### src/rtl/usbint_pkg.sv
package usbint_pkg;

   localparam int unsigned STAT_ADDR = 0;
   localparam int unsigned ENA_ADDR  = 1;

   typedef enum logic [1:0] {
      RSP_NAK   = 2'b00,
      RSP_ACK   = 2'b01,
      RSP_STALL = 2'b10,
      RSP_HALT  = 2'b11
   } rsp_code_e;

endpackage

### src/rtl/usbint_evt.sv
module usbint_evt #(
   parameter int CNT_W = 12,
   parameter int MPS_W = 11
) (
   input  logic             clk,
   input  logic             rst_n,
   input  logic             dir_in,
   input  logic             buf_empty,
   input  logic             rx_end,
   input  logic [CNT_W-1:0] rx_count,
   input  logic [MPS_W-1:0] mps,
   output logic             empty_hit,
   output logic             size_hit
);

   logic empty_q;

   // previous level of buffer-empty; reset high so a buffer that is already
   // empty when reset ends is not treated as a new event
   always_ff @(posedge clk or negedge rst_n) begin
      if (!rst_n) empty_q <= 1'b1;
      else        empty_q <= buf_empty;
   end

   assign empty_hit = dir_in && buf_empty && !empty_q;
   assign size_hit  = !dir_in && rx_end && (rx_count > CNT_W'(mps));

   // an empty edge cannot repeat on the following cycle (level must drop first)
   assert_edge_once_R3: assert property (@(posedge clk) disable iff (!rst_n)
      empty_hit |=> !empty_hit);

endmodule

### src/rtl/usbint_cfg.sv
module usbint_cfg
   import usbint_pkg::*;
#(
   parameter int             MPS_W   = 11,
   parameter logic [MPS_W-1:0] MPS_RST = 64
) (
   input  logic             clk,
   input  logic             rst_n,
   input  logic             pid_we,
   input  logic             mps_we,
   input  logic [1:0]       wdata_pid,
   input  logic [MPS_W-1:0] wdata_mps,
   input  logic             size_hit,
   output logic [1:0]       pid,
   output logic [MPS_W-1:0] mps
);

   logic [1:0]       pid_q;
   logic [MPS_W-1:0] mps_q;

   // hardware STALL outranks a software write in the same cycle
   always_ff @(posedge clk or negedge rst_n) begin
      if (!rst_n)        pid_q <= RSP_NAK;
      else if (size_hit) pid_q <= RSP_STALL;
      else if (pid_we)   pid_q <= wdata_pid;
   end

   always_ff @(posedge clk or negedge rst_n) begin
      if (!rst_n)      mps_q <= MPS_RST;
      else if (mps_we) mps_q <= wdata_mps;
   end

   assign pid = pid_q;
   assign mps = mps_q;

   assert_stall_force_R5: assert property (@(posedge clk) disable iff (!rst_n)
      ($past(rst_n) && $past(size_hit)) |-> (pid_q == RSP_STALL));

   assert_stall_hold_R5: assert property (@(posedge clk) disable iff (!rst_n)
      ($past(rst_n) && $past(pid_q[1]) && !$past(pid_we)) |-> pid_q[1]);

endmodule

### src/rtl/usbint_flag.sv
module usbint_flag (
   input  logic clk,
   input  logic rst_n,
   input  logic clk_en,
   input  logic set_evt,
   input  logic clr_wr,
   output logic flag
);

   logic flag_q;

   always_ff @(posedge clk or negedge rst_n) begin
      if (!rst_n)                  flag_q <= 1'b0;
      else if (set_evt)            flag_q <= 1'b1;
      else if (clr_wr && clk_en)   flag_q <= 1'b0;
   end

   assign flag = flag_q;

   assert_set_wins_R8: assert property (@(posedge clk) disable iff (!rst_n)
      ($past(rst_n) && $past(set_evt)) |-> flag_q);

   assert_gated_hold_R7: assert property (@(posedge clk) disable iff (!rst_n)
      ($past(rst_n) && $past(flag_q) && !$past(clk_en)) |-> flag_q);

   assert_clear_R6: assert property (@(posedge clk) disable iff (!rst_n)
      ($past(rst_n) && $past(clr_wr) && $past(clk_en) && !$past(set_evt)) |-> !flag_q);

   assert_no_soft_set_R6: assert property (@(posedge clk) disable iff (!rst_n)
      ($past(rst_n) && !$past(flag_q) && !$past(set_evt)) |-> !flag_q);

endmodule

### src/rtl/usbint_status_top.sv
module usbint_status_top
   import usbint_pkg::*;
#(
   parameter int DATA_W    = 16,
   parameter int ADDR_W    = 4,
   parameter int NUM_PIPES = 4,
   parameter int PIPE_LO   = 3,
   parameter int MPS_W     = 11,
   parameter int CNT_W     = 12,
   parameter int MPS_RST   = 64
) (
   input  logic                       clk,
   input  logic                       rst_n,
   input  logic                       clk_en,
   input  logic [NUM_PIPES-1:0]       pipe_dir_in,
   input  logic [NUM_PIPES-1:0]       buf_empty,
   input  logic [NUM_PIPES-1:0]       rx_end,
   input  logic [NUM_PIPES*CNT_W-1:0] rx_count,
   input  logic [ADDR_W-1:0]          reg_addr,
   input  logic                       reg_wr,
   input  logic [DATA_W-1:0]          reg_wdata,
   output logic [DATA_W-1:0]          reg_rdata,
   output logic [2*NUM_PIPES-1:0]     pid_out,
   output logic                       irq
);

   localparam int NP       = NUM_PIPES;
   localparam int PID_BASE = 4;
   localparam int MPS_BASE = PID_BASE + ((NP > 4) ? NP : 4);
   localparam int ADDR_TOP = MPS_BASE + NP;

   // elaboration-time parameter checks
   if (PIPE_LO + NP > DATA_W) begin : g_chk_bits
      $error("pipe flags do not fit in the data word");
   end
   if (MPS_W > DATA_W || MPS_W < 1) begin : g_chk_mps
      $error("max-packet-size width out of range");
   end
   if (CNT_W < MPS_W) begin : g_chk_cnt
      $error("byte count narrower than max packet size");
   end
   if (ADDR_TOP > (1 << ADDR_W)) begin : g_chk_addr
      $error("register map exceeds address space");
   end
   if (MPS_RST >= (1 << MPS_W)) begin : g_chk_rst
      $error("max-packet-size reset value too wide");
   end

   logic [NP-1:0]    flags;
   logic [NP-1:0]    ena_q;
   logic [NP-1:0]    e_hit;
   logic [NP-1:0]    s_hit;
   logic [1:0]       pid_arr [NP];
   logic [MPS_W-1:0] mps_arr [NP];
   logic             wr_stat;
   logic             wr_ena;
   logic [DATA_W-1:0] stat_vec;
   logic [DATA_W-1:0] ena_vec;
   logic             unused_wdata;

   assign wr_stat = reg_wr && (reg_addr == ADDR_W'(STAT_ADDR));
   assign wr_ena  = reg_wr && (reg_addr == ADDR_W'(ENA_ADDR));
   assign unused_wdata = ^reg_wdata;

   for (genvar i = 0; i < NP; i++) begin : g_pipe
      usbint_evt #(
         .CNT_W (CNT_W),
         .MPS_W (MPS_W)
      ) u_evt (
         .clk       (clk),
         .rst_n     (rst_n),
         .dir_in    (pipe_dir_in[i]),
         .buf_empty (buf_empty[i]),
         .rx_end    (rx_end[i]),
         .rx_count  (rx_count[i*CNT_W +: CNT_W]),
         .mps       (mps_arr[i]),
         .empty_hit (e_hit[i]),
         .size_hit  (s_hit[i])
      );

      usbint_cfg #(
         .MPS_W   (MPS_W),
         .MPS_RST (MPS_W'(MPS_RST))
      ) u_cfg (
         .clk       (clk),
         .rst_n     (rst_n),
         .pid_we    (reg_wr && (reg_addr == ADDR_W'(PID_BASE + i))),
         .mps_we    (reg_wr && (reg_addr == ADDR_W'(MPS_BASE + i))),
         .wdata_pid (reg_wdata[1:0]),
         .wdata_mps (reg_wdata[MPS_W-1:0]),
         .size_hit  (s_hit[i]),
         .pid       (pid_arr[i]),
         .mps       (mps_arr[i])
      );

      usbint_flag u_flag (
         .clk     (clk),
         .rst_n   (rst_n),
         .clk_en  (clk_en),
         .set_evt (e_hit[i] || s_hit[i]),
         .clr_wr  (wr_stat && !reg_wdata[PIPE_LO + i]),
         .flag    (flags[i])
      );

      assign pid_out[2*i +: 2] = pid_arr[i];

      // direction gates the cause: a receive pipe never sees an empty edge,
      // a transmit pipe never sees an oversize
      assert_dir_sel_R10: assert property (@(posedge clk) disable iff (!rst_n)
         !(e_hit[i] && s_hit[i]));
   end

   always_ff @(posedge clk or negedge rst_n) begin
      if (!rst_n)      ena_q <= '0;
      else if (wr_ena) ena_q <= reg_wdata[PIPE_LO +: NP];
   end

   always_comb begin
      stat_vec = DATA_W'(flags) << PIPE_LO;
      ena_vec  = DATA_W'(ena_q) << PIPE_LO;
   end

   assign irq = |(flags & ena_q);

   always_comb begin
      reg_rdata = '0;
      if (reg_addr == ADDR_W'(STAT_ADDR)) reg_rdata = stat_vec;
      if (reg_addr == ADDR_W'(ENA_ADDR))  reg_rdata = ena_vec;
      for (int k = 0; k < NP; k++) begin
         if (reg_addr == ADDR_W'(PID_BASE + k)) reg_rdata = DATA_W'(pid_arr[k]);
         if (reg_addr == ADDR_W'(MPS_BASE + k)) reg_rdata = DATA_W'(mps_arr[k]);
      end
   end

   assert_irq_quiet_R9: assert property (@(posedge clk) disable iff (!rst_n)
      (flags == '0 || ena_q == '0) |-> !irq);

   assert_reset_clear_R1: assert property (@(posedge clk) disable iff (!rst_n)
      !$past(rst_n) |-> (flags == '0 && ena_q == '0));

endmodule

### config.mk
export PLATFORM = sky130hd
export DESIGN_NAME = usbint_status_top
export DESIGN_NICKNAME = d
export VERILOG_FILES = /design/src/rtl/usbint_pkg.sv /design/src/rtl/usbint_evt.sv /design/src/rtl/usbint_cfg.sv /design/src/rtl/usbint_flag.sv /design/src/rtl/usbint_status_top.sv
export SDC_FILE = /design/constraint.sdc
export NUM_CORES = 1
export LEC_CHECK = 0
export ABC_AREA = 1
export BUFFER_PORTS_ARGS = -buffer_cell sky130_fd_sc_hd__clkbuf_2
export CAP_MARGIN = 15
export CORE_MARGIN = 2
export CORE_UTILIZATION = 54
export DETAILED_ROUTE_END_ITERATION = 10
export PLACE_DENSITY_LB_ADDON = 0.2
export RECOVER_POWER = 25
export SLEW_MARGIN = 5
export SYNTH_ARGS = -nofsm -noshare
export SYNTH_HDL_FRONTEND = slang
export SYNTH_SLANG_ARGS = --single-unit
### constraint.sdc
create_clock -name clk -period 1.6 [get_ports clk]
set_input_delay 0.08 -clock clk [delete_from_list [all_inputs] [get_ports clk]]
set_output_delay 0.08 -clock clk [all_outputs]
set_load 0.005 [all_outputs]
# Yosys cells after proc, flatten, opt, wreduce, memory -nomap -nowiden
# Cells that the tools add are included.
# totals
register_bits	64
in_bits	84
output_inout_bits	25
word_cells	117
# op_classes
order_cmp	4
eq_ne	9
n_mux	26
n_bitwise	1
n_reduce_logical	60
# ops
operator	n
$mux W16	7
$gt A12 B11 Y1	4
$logic_and A1 B1 Y1	34
$mux W7	3
$eq A4 B3 Y1 const B	4
$eq A4 B4 Y1 const B	4
$mux W2	8
$reduce_bool A2 Y1	8
$logic_not A1 Y1	12
$mux W1	8
$and A4 B4 Y4	1
$eq A4 B1 Y1 const B	1
$logic_not A4 Y1	1
$logic_or A1 B1 Y1	4
$reduce_or A4 Y1	1

# Longest topological paths before layout
# Gate-level depths: netlist of the first run.
# depth
ltp_word	11
ltp_mapped	11
mapped_depth_nobuf	11

# By module
# A second synthesis of the first run with hierarchy kept.
# unflattened
cells_unflattened	659
hier_area_um2	4720.8
# modules_own_cells
module	instances	cells_each	area_per_inst_um2	seq_area_each_um2
usbint_cfg	4	57	548.0	326.6
usbint_evt	4	62	380.4	26.3
usbint_status_top	1	163	847.1	100.1
usbint_flag	4	5	40.0	25.0

# Worst setup path after synthesis of the first run
# No wires, ideal clock.
# synth_timing
kind	reg2reg
from	reg g_pipe[1].u_cfg.mps_q[6]
to	reg g_pipe[1].u_flag.flag_q
setup_ns	0.119
arrival_ns	1.338
required_time_ns	1.481
slack_ns	0.143
path_stages_with_launch	12
n_path_buf	0
period_less_slack_ns	1.457
cell_sequence	dfstp_2 -> inv_1 -> ha_1 -> nand2_1 -> inv_1 -> nand3_1 -> nor2_1 -> nand2_1 -> nand2_1 -> inv_1 -> nand2_1 -> nand2_1
# synth_between
elab_chain_len	4
elab_cells_between_ends	5
classes_between	order compare: 1; mux: 1; reduce/logical: 3
# synth_lines
item	line	source
from (decl)	usbint_cfg.sv:19	logic [MPS_W-1:0] mps_q;
from (signal assigned)	usbint_cfg.sv:30	else if (mps_we) mps_q <= wdata_mps;
$gt A12 B11 Y1 (*)	usbint_evt.sv:26	assign size_hit = !dir_in && rx_end && (rx_count > CNT_W'(mps));
$logic_and A1 B1 Y1 (*)	usbint_evt.sv:26	
$logic_or A1 B1 Y1 (*)	usbint_status_top.sv:100	.set_evt (e_hit[i] || s_hit[i]),
$mux W1 or $reduce_bool A2 Y1 (tied branches)	--	
to (signal assigned)	usbint_flag.sv:13	if (!rst_n) flag_q <= 1'b0;
to (signal assigned)	usbint_flag.sv:14	else if (set_evt) flag_q <= 1'b1;
to (signal assigned)	usbint_flag.sv:15	else if (clr_wr && clk_en) flag_q <= 1'b0;
to (decl)	usbint_flag.sv:10	logic flag_q;
# Every way passes the cells marked *; elsewhere a longest branch is shown, timed or not.
# A chain may end at the register's enable or synchronous reset.

# Final worst setup path of the first run
# layout_timing
from	reg g_pipe[1].u_cfg.mps_q[6]
to	reg g_pipe[1].u_cfg.pid_q[1]
# layout_between
elab_chain_len	3
elab_cells_between_ends	4
classes_between	order compare: 1; mux: 1; reduce/logical: 2
# layout_lines
item	line	source
$gt A12 B11 Y1 (*)	usbint_evt.sv:26	
$logic_and A1 B1 Y1 (*)	usbint_evt.sv:26	
$mux W2 or $reduce_bool A2 Y1 (tied branches)	--	
to (signal assigned)	usbint_cfg.sv:25	else if (pid_we) pid_q <= wdata_pid;
to (decl)	usbint_cfg.sv:18	logic [1:0] pid_q;
# Marks and branches as above.

==> results of run 1 <==
-- kinds of logic (layout without fill, tap and decap cells) --
| kind of cell | after synthesis | after routing | synth area share |
|---|---|---|---|
| simple gates | 251 | 251 | 0.246 |
| buf+inv | 124 | 235 | 0.124 |
| compound gates | 98 | 98 | 0.146 |
| flops | 64 | 64 | 0.360 |
| fa+ha+maj | 44 | 44 | 0.123 |
| other cells | 1 | 5 | 0.000838 |
-- timing repair --
item                                    in CTS  in global routing
hold buffers                                 5                  0
hold endpoints to repair                    60                  0
gates resized for setup                      2                 19
endpoints found under the setup margin       3                 11
buffers inserted                             0                  4
pin swaps                                    0                  9
-- per-layer routing --
metal / global-route usage / part of all wire / vias to the layer above
li1: - / - / 2064
met1: 0.346 / 0.45 / 1888
met2: 0.418 / 0.47 / 137
met3: 0.0332 / 0.050 / 25
met4: 0.0990 / 0.028 / 0
met5: 0 / 0 / -
-- final timing paths --
| kind | from | endpoint | slack [ns] | cells past startpoint |
|---|---|---|---|---|
| max | g_pipe[1].u_cfg.mps[6] | g_pipe[1].u_cfg.pid[1] | 0.06 | 11 |
| max in group asynchronous | rst_n | g_pipe[2].u_cfg.mps[9] | 0.52 | 3 |
| min in group asynchronous | rst_n | g_pipe[2].u_flag.flag | 0.50 | 3 |
| min reg2reg | g_pipe[1].u_cfg.mps[2] | g_pipe[1].u_cfg.mps[2] | 0.49 | 2 |
| min | pipe_dir_in[0] | g_pipe[0].u_flag.flag | 0.08 | 5 |
| max reg2reg | g_pipe[1].u_cfg.mps[6] | g_pipe[1].u_cfg.pid[1] | 0.06 | 11 |
-- layout make-up --
cell class,instances,area [um^2],share of cell area
Sequential cell,64,1610,0.301
Timing Repair Buffer,111,596,0.111
Clock inverter,3,40.0,0.00748
Inverter,108,413,0.0771
Tap cell,105,131,0.0245
Multi-Input combinational cell,398,2400,0.449
Clock buffer,13,159,0.0297
-- power breakdown --
group	switching [mW]	internal, mW	leakage (nW)
combinational	0.869	0.655	2.06
clock	0.604	0.801	0.103
sequential	0.209	1.91	0.771
-- state kept, by name, summed over array words and instances (netlist names) --
name / count
g_pipe.u_cfg.mps: 44
g_pipe.u_flag.flag: 4
g_pipe.u_evt.empty_q: 4
g_pipe.u_cfg.pid: 8
ena_q: 4
-- cells in the final DEF (no fill, tap or decap), types with 3 or more instances in the layout --
master / synthesis / routed
a21boi_2: 4 / 4
a21oi_1: 20 / 19
buf_4: 7 / 7
clkbuf_1: 0 / 6
clkbuf_2: 0 / 94
clkbuf_8: 0 / 11
conb_1: 1 / 5
dfrtp_1: 56 / 56
dfstp_2: 8 / 8
dlygate4sd3_1: 0 / 5
ha_1: 44 / 41
ha_4: 0 / 3
inv_1: 103 / 97
inv_2: 3 / 9
nand2_1: 162 / 159
nand2_2: 6 / 9
nand2_4: 3 / 3
nand3_1: 29 / 27
nand4_1: 10 / 10
nor2_1: 31 / 27
nor2_2: 3 / 6
nor2_4: 3 / 4
o21ai_0: 24 / 24
o21ai_1: 5 / 5
o21ai_2: 28 / 28
o21bai_1: 4 / 4
o22ai_1: 9 / 9
-- stage by stage --
step / hold slack, ns / setup slack, ns
2_1_floorplan: -0.216 / 0.143
3_3_place_gp: 0.122 / 0.0273
3_5_place_dp: 0.127 / -0.0128
4_1_cts: 0.0734 / 0.00109
5_1_grt: 0.0950 / -0.0236
6_report: 0.0799 / 0.0581
-- critical path: cells and delay by family, from the launching register on --
kind,cells,cell delay (ns)
adder cells (fa/ha/maj),1,0.26
buffers and inverters,3,0.15
flip-flops,1,0.54
AND/OR/NAND/NOR,7,0.46
==> impl_metrics.env, run 1 <==
export IMPL_fin_crit_sh=0.964
export IMPL_ir_drop_mv=0.453
export IMPL_chipHeight_um=95.0
export IMPL_powerDensity_mw_per_mm2=942
export IMPL_power_leakage_nw=2.94
export IMPL_final_antenna_net_count=0
export IMPL_clock_sinks=64
export IMPL_synth_edf_count=0
export IMPL_htreeDepth=3
export IMPL_yosys_warnings=0
export IMPL_fin_setup_tns_ns=0
export IMPL_status="finished clean"
export IMPL_placed_area_mm2=0.00501
export IMPL_final_nets=820
export IMPL_grt_start_max_net_pins=65
export IMPL_critPathArrivalTime_ns=1.77
export IMPL_setup_violations=0
export IMPL_total_power_mw=5.05
export IMPL_clkLatencyLatePin_ns=0.34
export IMPL_core_mm2=0.00813
export IMPL_grt_pass1_vias=3746
export IMPL_synth_most_common_cell="nand2_1"
export IMPL_rows=33
export IMPL_area_growth_pct=19.7
export IMPL_wl_um=11100
export IMPL_slowest_stage="dfstp_2"
export IMPL_fillerInstances=719
export IMPL_root_buffer="clkbuf_8"
export IMPL_synthTopCellsByCount="nand2_1 (162), inv_1 (103), dfrtp_1 (56)"
export IMPL_netlist_instances=582
export IMPL_clock_skew_ns=0.00723
export IMPL_detailroute_via_count=4114
export IMPL_stdcell_count=802
export IMPL_worstPathRequired_ns=1.82
export IMPL_grt_first_pass_wirelength_um=17500
export IMPL_portBuffers=98
export IMPL_rsz0062_at_grt="true"
export IMPL_dieArea_mm2=0.00903
export IMPL_drt_first_pass_iters=5
export IMPL_viasPerCell=5.13
export IMPL_synthTopCellsByArea="dfrtp_1 (31%), nand2_1 (14%), ha_1 (12%), inv_1 (8.6%), o21ai_2 (5.5%)"
export IMPL_critPathMaxStageDelay_ns=0.54
export IMPL_worst_slew_pin_slew_ns=0.871
export IMPL_numCtsBuffers=9
export IMPL_clkTransAtPathRegs_ns=0.07
export IMPL_ys_async_sr_fraction=1.00
export IMPL_synth_cell_types=33
export IMPL_grt_remaining_overflow=0
export IMPL_yosys_area_top_type_share=0.313
export IMPL_start_util=0.550
export IMPL_crit_chain="inv_1 -> ha_1 -> nand2_1 -> inv_2 -> nand3_2 -> nor2_4 -> nand2_1 -> nand2_1 -> inv_1 -> nand2_1 -> nand2_1"
export IMPL_hp_class="in -> reg"
export IMPL_die_w_um=95.0
export IMPL_max_freq_mhz=649
export IMPL_final_cell_area_mm2=0.00536
export IMPL_gp_routability_congestion=0.938
export IMPL_grtUsageTotal=0.255
export IMPL_clockBufferDepth=2
export IMPL_wl_per_cell_um=13.9
export IMPL_dp_cells=777
export IMPL_slew_headroom=0.419
export IMPL_critPathCaptureType="flip-flop"
export IMPL_crit_type="reg -> reg"
export IMPL_min_period_ns=1.54
export IMPL_ys_flop_type="dfrtp_1"
export IMPL_antennaDiodeCount=0
export IMPL_syn_area_mm2=0.00447
export IMPL_dpl_hpwl_um=8720
export IMPL_syn_area_per_cell_um2=7.69
export IMPL_antenna_found_initial=0
export IMPL_ys_seq_elements=64
export IMPL_num_io_pins=109
export IMPL_finalHoldViolCount=0
export IMPL_synth_largest_area_cell="dfrtp_1"
export IMPL_critPathMaxFanout=2
export IMPL_ys_seq_area_frac=0.360
export IMPL_maxCapViolations=0
export IMPL_drc=0
export IMPL_dr_first_iter_drc_count=211
export IMPL_final_core_util=0.658
export IMPL_cts_tree="built"
export IMPL_critPathMostFrequentCell="nand2_1"
export IMPL_drive_gt1_frac=0.284
export IMPL_slew_viol_final=0
export IMPL_cp_start_kind="flip-flop"
Note: power is estimated with default switching activity, not from simulation.
==> run 2, diff against run 1 <==
- ABC_AREA: 1 -> unset
==> run 2 against run 1 <==
  * The flow now finishes with violations (setup timing)
  * Clock skew is 0.0020 ns higher
  * Clock power is 4% higher
  * Cell count is 14% lower
  * Total power is 17% higher
  * Synthesized area is 6.7% lower
  * First-iteration DRC count is 12% lower
  * Worst hold slack worse by 0.071 ns
  * Core utilization is 9.3 points higher
  * Sequential power is 2% higher
  * Sequential share of layout area is 1.9 points lower
==> impl_metrics.env, run 2 <==
export IMPL_viasPerCell=5.50
export IMPL_fin_setup_tns_ns=-3.33
export IMPL_area_growth_pct=37.0
export IMPL_synth_cell_types=41
export IMPL_yosys_area_top_type_share=0.336
export IMPL_ys_seq_elements=64
export IMPL_r2r_start="g_pipe[3].u_cfg.mps[9]"
export IMPL_grtUsageTotal=0.288
export IMPL_whs_ns=0.00849
export IMPL_critPathMaxFanout=3
export IMPL_slew_viol_final=0
export IMPL_crit_chain="inv_2 -> ha_4 -> nand4b_1 -> buf_4 -> nor3_4 -> o21ai_2 -> a221o_1 -> a21boi_2"
export IMPL_setup_slack_ns=-0.322
export IMPL_r2r_cells=8
export IMPL_syn_area_per_cell_um2=9.77
export IMPL_wl_per_cell_um=17.0
export IMPL_clockBufferDepth=2
export IMPL_slowest_stage="a221o_1"
export IMPL_clock_skew_ns=0.00923
export IMPL_cp_endpoint="g_pipe[3].u_cfg.pid[0]"
export IMPL_syn_area_mm2=0.00417
export IMPL_min_period_ns=1.92
export IMPL_cp_start_kind="flip-flop"
export IMPL_worstPathRequired_ns=1.82
export IMPL_dr_first_iter_drc_count=185
export IMPL_grt_first_pass_wirelength_um=19000
export IMPL_gp_routability_congestion=0.887
export IMPL_start_util=0.549
export IMPL_status="finished, violations left"
export IMPL_portBuffers=98
export IMPL_synth_largest_area_cell="dfrtp_1"
export IMPL_die_w_um=91.9
export IMPL_path_buf_inv=2
export IMPL_crit_type="reg -> reg"
export IMPL_r2r_setup_slack_ns=-0.32
export IMPL_antennaDiodeCount=0
export IMPL_netlist_instances=427
export IMPL_drive_gt1_frac=0.442
export IMPL_worstSetupPathDepth=8
export IMPL_yosys_warnings=0
export IMPL_worst_slew_pin_slew_ns=0.889
export IMPL_antenna_found_initial=0
export IMPL_synthTopCellsByArea="dfrtp_1 (34%), ha_1 (13%), o21ai_0 (5.5%), inv_1 (5.4%), mux2_2 (5.1%)"
export IMPL_synthTopCellsByCount="inv_1 (60), dfrtp_1 (56), nand2_1 (46), o21ai_0 (46), ha_1 (44)"
export IMPL_ys_flop_type="dfrtp_1"
export IMPL_clkLatencyLatePin_ns=0.34
export IMPL_final_cell_area_mm2=0.00572
export IMPL_critPathMaxStageDelay_ns=0.39
export IMPL_clock_sinks=64
export IMPL_core_mm2=0.00761
export IMPL_final_cell_mix="clkbuf_2 (93), dfrtp_1 (56), buf_4 (46), nand2_1 (45), inv_1 (43)"
export IMPL_placed_area_mm2=0.00508
export IMPL_ys_async_sr_fraction=1.00
export IMPL_grt_remaining_overflow=0
export IMPL_largest_register_ffs=44
export IMPL_finalHoldViolCount=0
export IMPL_wl_um=11700
export IMPL_setup_violations=21
export IMPL_slew_headroom=0.408
export IMPL_reg2reg_to="g_pipe[3].u_cfg.pid[0]"
export IMPL_maxCapViolations=0
export IMPL_detailroute_via_count=3784
export IMPL_chipHeight_um=91.9
export IMPL_ys_seq_area_frac=0.386
export IMPL_grt_pass1_vias=3850
export IMPL_powerDensity_mw_per_mm2=1040
export IMPL_htreeDepth=3
export IMPL_critPathArrivalTime_ns=2.14
export IMPL_rsz0062_at_grt="true"
export IMPL_failed_checks="setup timing"
export IMPL_dieArea_mm2=0.00845
export IMPL_ir_drop_mv=0.582
export IMPL_cts_tree="built"
export IMPL_fillerInstances=557
export IMPL_clkTransAtPathRegs_ns=0.07
export IMPL_critPathCaptureType="flip-flop"
export IMPL_fin_crit_sh=1.20
export IMPL_hp_class="in -> reg"
export IMPL_num_io_pins=109
export IMPL_dpl_hpwl_um=8400
export IMPL_numCtsBuffers=9
export IMPL_grt_start_max_net_pins=65
export IMPL_crit_start="g_pipe[3].u_cfg.mps[9]"
export IMPL_drc=0
export IMPL_rows=32
export IMPL_final_nets=710
export IMPL_final_common_cell="clkbuf_2"
export IMPL_crit_family="compound AO/OA/AOI/OAI gates"
export IMPL_synth_most_common_cell="inv_1"
export IMPL_root_buffer="clkbuf_8"
export IMPL_power_leakage_nw=2.78
export IMPL_drt_first_pass_iters=4
export IMPL_max_freq_mhz=520
export IMPL_final_antenna_net_count=0
export IMPL_synth_edf_count=0
run 2: cell count changes after synthesis, sizes merged, moves of 8 or more:
cell   previous run  this run
mux2              0        19
nand2           171        46
a21oi            20         8
inv             108        60
nand4            10         2
mux4              0         9
nand3            30        11
o21ai            57        48
nor2             38        15
mux2i             0        13
run 2: through the flow:
step                      cells  power, mW  worst slack [ns]   util
after floorplan             431       3.20            -0.112      -
after global routing        688       6.27            -0.377  0.751
after global placement      655       3.95            -0.256  0.668
after detailed placement    655       4.04            -0.329  0.668
after CTS                   685       5.82            -0.268  0.744
final                       688       5.92            -0.322  0.751
run 2: worst min-delay path by stage:
| stage | cells past startpoint | start | endpoint | slack, ns |
|---|---|---|---|---|
| floorplan | 0 | rst_n | ena_q[0] | -0.22 |
| global placement | 2 | rst_n | g_pipe[2].u_cfg.mps[8] | 0.12 |
| detailed placement | 2 | rst_n | g_pipe[2].u_cfg.mps[8] | 0.13 |
| CTS | 3 | pipe_dir_in[2] | g_pipe[2].u_flag.flag | 0.005 |
| global route | 3 | pipe_dir_in[0] | g_pipe[0].u_flag.flag | 0.04 |
| finish | 3 | pipe_dir_in[2] | g_pipe[2].u_flag.flag | 0.008 |
run 2: power by group:
| group | total, mW | internal (mW) | switching, mW |
|---|---|---|---|
| registers | 2.17 | 1.95 | 0.219 |
| logic | 2.30 | 1.21 | 1.09 |
| clock network | 1.45 | 0.833 | 0.613 |
| total | 5.92 | 4.00 | 1.92 |
run 2: logic make-up (layout without fill, tap and decap cells):
| logic type | after synthesis | in the layout | share of synthesized area |
|---|---|---|---|
| compound gates | 93 | 93 | 0.134 |
| fa+ha+maj | 44 | 44 | 0.132 |
| other cells | 1 | 5 | 0.000899 |
| mux | 41 | 41 | 0.131 |
| simple gates | 103 | 103 | 0.131 |
| flops | 64 | 64 | 0.386 |
| buf+inv | 81 | 236 | 0.0846 |
run 2: metal layers:
metal	share of wire	up-vias	GRT usage	wire length [um]
met2	0.50	143	0.493	5880
met3	0.055	24	0.0370	641
met4	0.022	0	0.0995	253
met1	0.42	1827	0.380	4900
met5	0	-	0	0
li1	-	1790	-	-
run 2: layout make-up:
type,count,area [um^2],area share
Clock buffer,12,165,0.0289
Clock inverter,3,40.0,0.00700
Inverter,60,225,0.0394
Multi-Input combinational cell,286,2520,0.440
Sequential cell,64,1610,0.282
Tap cell,102,128,0.0223
Timing Repair Buffer,161,1030,0.180
run 2: repair_timing:
item,in CTS,in global routing
hold endpoints to repair,60,0
gates resized for setup,51,14
pin swaps,20,7
buffers inserted,14,5
hold buffers,5,0
setup endpoints to repair,21,21
run 2: worst reg2reg max path, stage by stage (launching register included):
cell and delay, ns:
dfrtp_1 0.38, inv_2 0.07, ha_4 0.26, nand4b_1 0.13
buf_4 0.18, nor3_4 0.15, o21ai_2 0.09, a221o_1 0.39
a21boi_2 0.17
==> run 3, diff against run 2 <==
- CORE_ASPECT_RATIO: unset -> 0.6
==> run 3 against run 2 <==
  * Register-to-register slack improved by 0.03 ns
  * Fmax rose by 1.6%
  * Worst hold slack improved by 0.0094 ns
  * Setup slack improved by 0.030 ns
  * First-iteration DRC count rose by 23%
  * The flow still finishes with violations (setup timing)
  * Clock power rose by 23%
  * Count of clock-buffer cells in the layout did not move
  * Via count rose by 1.7%
==> impl_metrics.env, run 3 (synthesis gave the netlist of run 2 again) <==
export IMPL_numCtsBuffers=9
export IMPL_crit_chain="inv_2 -> ha_4 -> nand4b_4 -> o211ai_1 -> nor2_1 -> a2111o_1 -> a21boi_1"
export IMPL_failed_checks="setup timing"
export IMPL_hp_class="in -> reg"
export IMPL_critPathArrivalTime_ns=2.12
export IMPL_power_leakage_nw=2.83
export IMPL_antenna_found_initial=0
export IMPL_reg2reg_to="g_pipe[1].u_cfg.pid[0]"
export IMPL_hold_depth=3
export IMPL_detailroute_via_count=3847
export IMPL_total_power_mw=6.38
export IMPL_r2r_cells=7
export IMPL_grt_remaining_overflow=0
export IMPL_grt_pass1_vias=3820
export IMPL_r2r_setup_slack_ns=-0.29
export IMPL_fillerInstances=494
export IMPL_wl_per_cell_um=18.2
export IMPL_worst_slew_pin_slew_ns=0.799
export IMPL_core_mm2=0.00739
export IMPL_grt_start_max_net_pins=51
export IMPL_fin_setup_tns_ns=-2.86
export IMPL_drc=0
export IMPL_r2r_start="g_pipe[1].u_cfg.mps[8]"
export IMPL_clock_sinks=64
export IMPL_num_io_pins=109
export IMPL_portBuffers=98
export IMPL_dr_first_iter_drc_count=227
export IMPL_die_w_um=117
export IMPL_dieArea_mm2=0.00847
export IMPL_rsz0062_at_grt="true"
export IMPL_fin_crit_sh=1.18
export IMPL_setup_violations=21
export IMPL_root_buffer="clkbuf_16"
export IMPL_cts_tree="built"
export IMPL_crit_type="reg -> reg"
export IMPL_final_common_cell="clkbuf_2"
export IMPL_area_growth_pct=39.9
export IMPL_slew_viol_final=0
export IMPL_setup_slack_ns=-0.292
export IMPL_finalHoldViolCount=0
export IMPL_chipHeight_um=72.1
export IMPL_critPathCaptureType="flip-flop"
export IMPL_wl_um=12600
export IMPL_critPathMaxFanout=3
export IMPL_gp_routability_congestion=0.901
export IMPL_dpl_hpwl_um=9020
export IMPL_rows=24
export IMPL_status="finished, violations left"
export IMPL_max_freq_mhz=529
export IMPL_ir_drop_mv=0.616
export IMPL_maxCapViolations=0
export IMPL_clockBufferDepth=2
export IMPL_clkTransAtPathRegs_ns=0.05
export IMPL_largest_register_ffs=44
export IMPL_worstPathRequired_ns=1.83
export IMPL_slowest_stage="a2111o_1"
export IMPL_htreeDepth=3
export IMPL_critPathMaxStageDelay_ns=0.46
export IMPL_min_delay_worst_endpoint="g_pipe[2].u_flag.flag"
export IMPL_grtUsageTotal=0.304
export IMPL_cp_start_kind="flip-flop"
export IMPL_drive_gt1_frac=0.435
export IMPL_drt_first_pass_iters=5
export IMPL_grt_first_pass_wirelength_um=19500
export IMPL_slew_headroom=0.467
export IMPL_start_util=0.565
export IMPL_dp_slack_ns=-0.280
export IMPL_final_nets=712
export IMPL_clock_skew_ns=0.00399
export IMPL_min_period_ns=1.89
export IMPL_antennaDiodeCount=0
export IMPL_viasPerCell=5.55
export IMPL_clkLatencyLatePin_ns=0.34
export IMPL_powerDensity_mw_per_mm2=1090
export IMPL_final_cell_mix="clkbuf_2 (92), dfrtp_1 (56), inv_1 (44), nand2_1 (44), buf_4 (44)"
export IMPL_final_antenna_net_count=0
export IMPL_holdCritStartpoint="pipe_dir_in[2]"
==> run 3: cell count changes in the layout (fill, tap and decap cells not counted), sizes merged <==
cell         previous run  this run
clkinv                  2         4
buf                    58        60
bufinv                  1         0
clkbuf                110       109
dlygate4sd3             5         6
==> run 3: where the power goes <==
group,leakage (nW),switching (mW),internal [mW]
clock network,0.136,0.708,1.08
registers,0.743,0.225,1.96
logic,1.95,1.14,1.26
total,2.83,2.08,4.30
==> run 3: metal layers <==
metal  up-vias  wire length [um]  GRT usage
met4         0               257     0.0857
li1       1800                 -          -
met2       183              5610      0.484
met5         -                 0          0
met1      1839              5710      0.420
met3        25              1050     0.0786
==> run 3: area by class of cell <==
| cell class | instances | area [um^2] | share of cell area |
|---|---|---|---|
| inverters | 60 | 225 | 0.0386 |
| flip-flops and latches | 64 | 1610 | 0.276 |
| clock buffers | 12 | 246 | 0.0422 |
| repair buffers | 163 | 1060 | 0.182 |
| well taps | 104 | 130 | 0.0223 |
| clock inverters | 4 | 20.0 | 0.00343 |
| multi-input cells | 286 | 2540 | 0.435 |
==> run 3: through the flow <==
step           utilization  cell area [um^2]  instances  hold WS, ns
6_report             0.790              5840        693       0.0179
5_1_grt              0.790              5840        693       0.0277
4_1_cts              0.770              5690        689       0.0138
3_5_place_dp         0.694              5120        662       0.0208
3_3_place_gp         0.694              5120        662       0.0193
2_1_floorplan            -              4220        431       -0.216
==> run 3: how the worst max path moves through the flow <==
stage | from | end | slack (ns) | cells past startpoint
2_1_floorplan | g_pipe[1].u_cfg.mps[6] | g_pipe[1].u_cfg.pid[0] | -0.11 | 7
3_3_place_gp | g_pipe[3].u_cfg.mps[6] | g_pipe[3].u_cfg.pid[0] | -0.26 | 8
3_5_place_dp | g_pipe[3].u_cfg.mps[6] | g_pipe[3].u_cfg.pid[0] | -0.28 | 8
4_1_cts | g_pipe[1].u_cfg.mps[6] | g_pipe[1].u_cfg.pid[0] | -0.24 | 7
5_1_grt | g_pipe[3].u_cfg.mps[10] | g_pipe[3].u_cfg.pid[0] | -0.36 | 7
6_report | g_pipe[1].u_cfg.mps[8] | g_pipe[1].u_cfg.pid[0] | -0.29 | 7
==> run 3: timing repair <==
action / in CTS / in global routing
hold buffers: 6 / 0
endpoints found under the setup margin: 21 / 21
setup buffers: 11 / 7
hold endpoints to repair: 19 / 0
gates resized for setup: 41 / 27
pin swaps: 17 / 16
==> run 3: critical path, delay by kind of cell, from the launching register on <==
family                   cells  cell delay [ns]
AO/OA/AOI/OAI                3             0.86
flip-flops                   1             0.38
adder cells (fa/ha/maj)      1             0.27
AND/OR/NAND/NOR              2             0.20
buffers and inverters        1             0.07
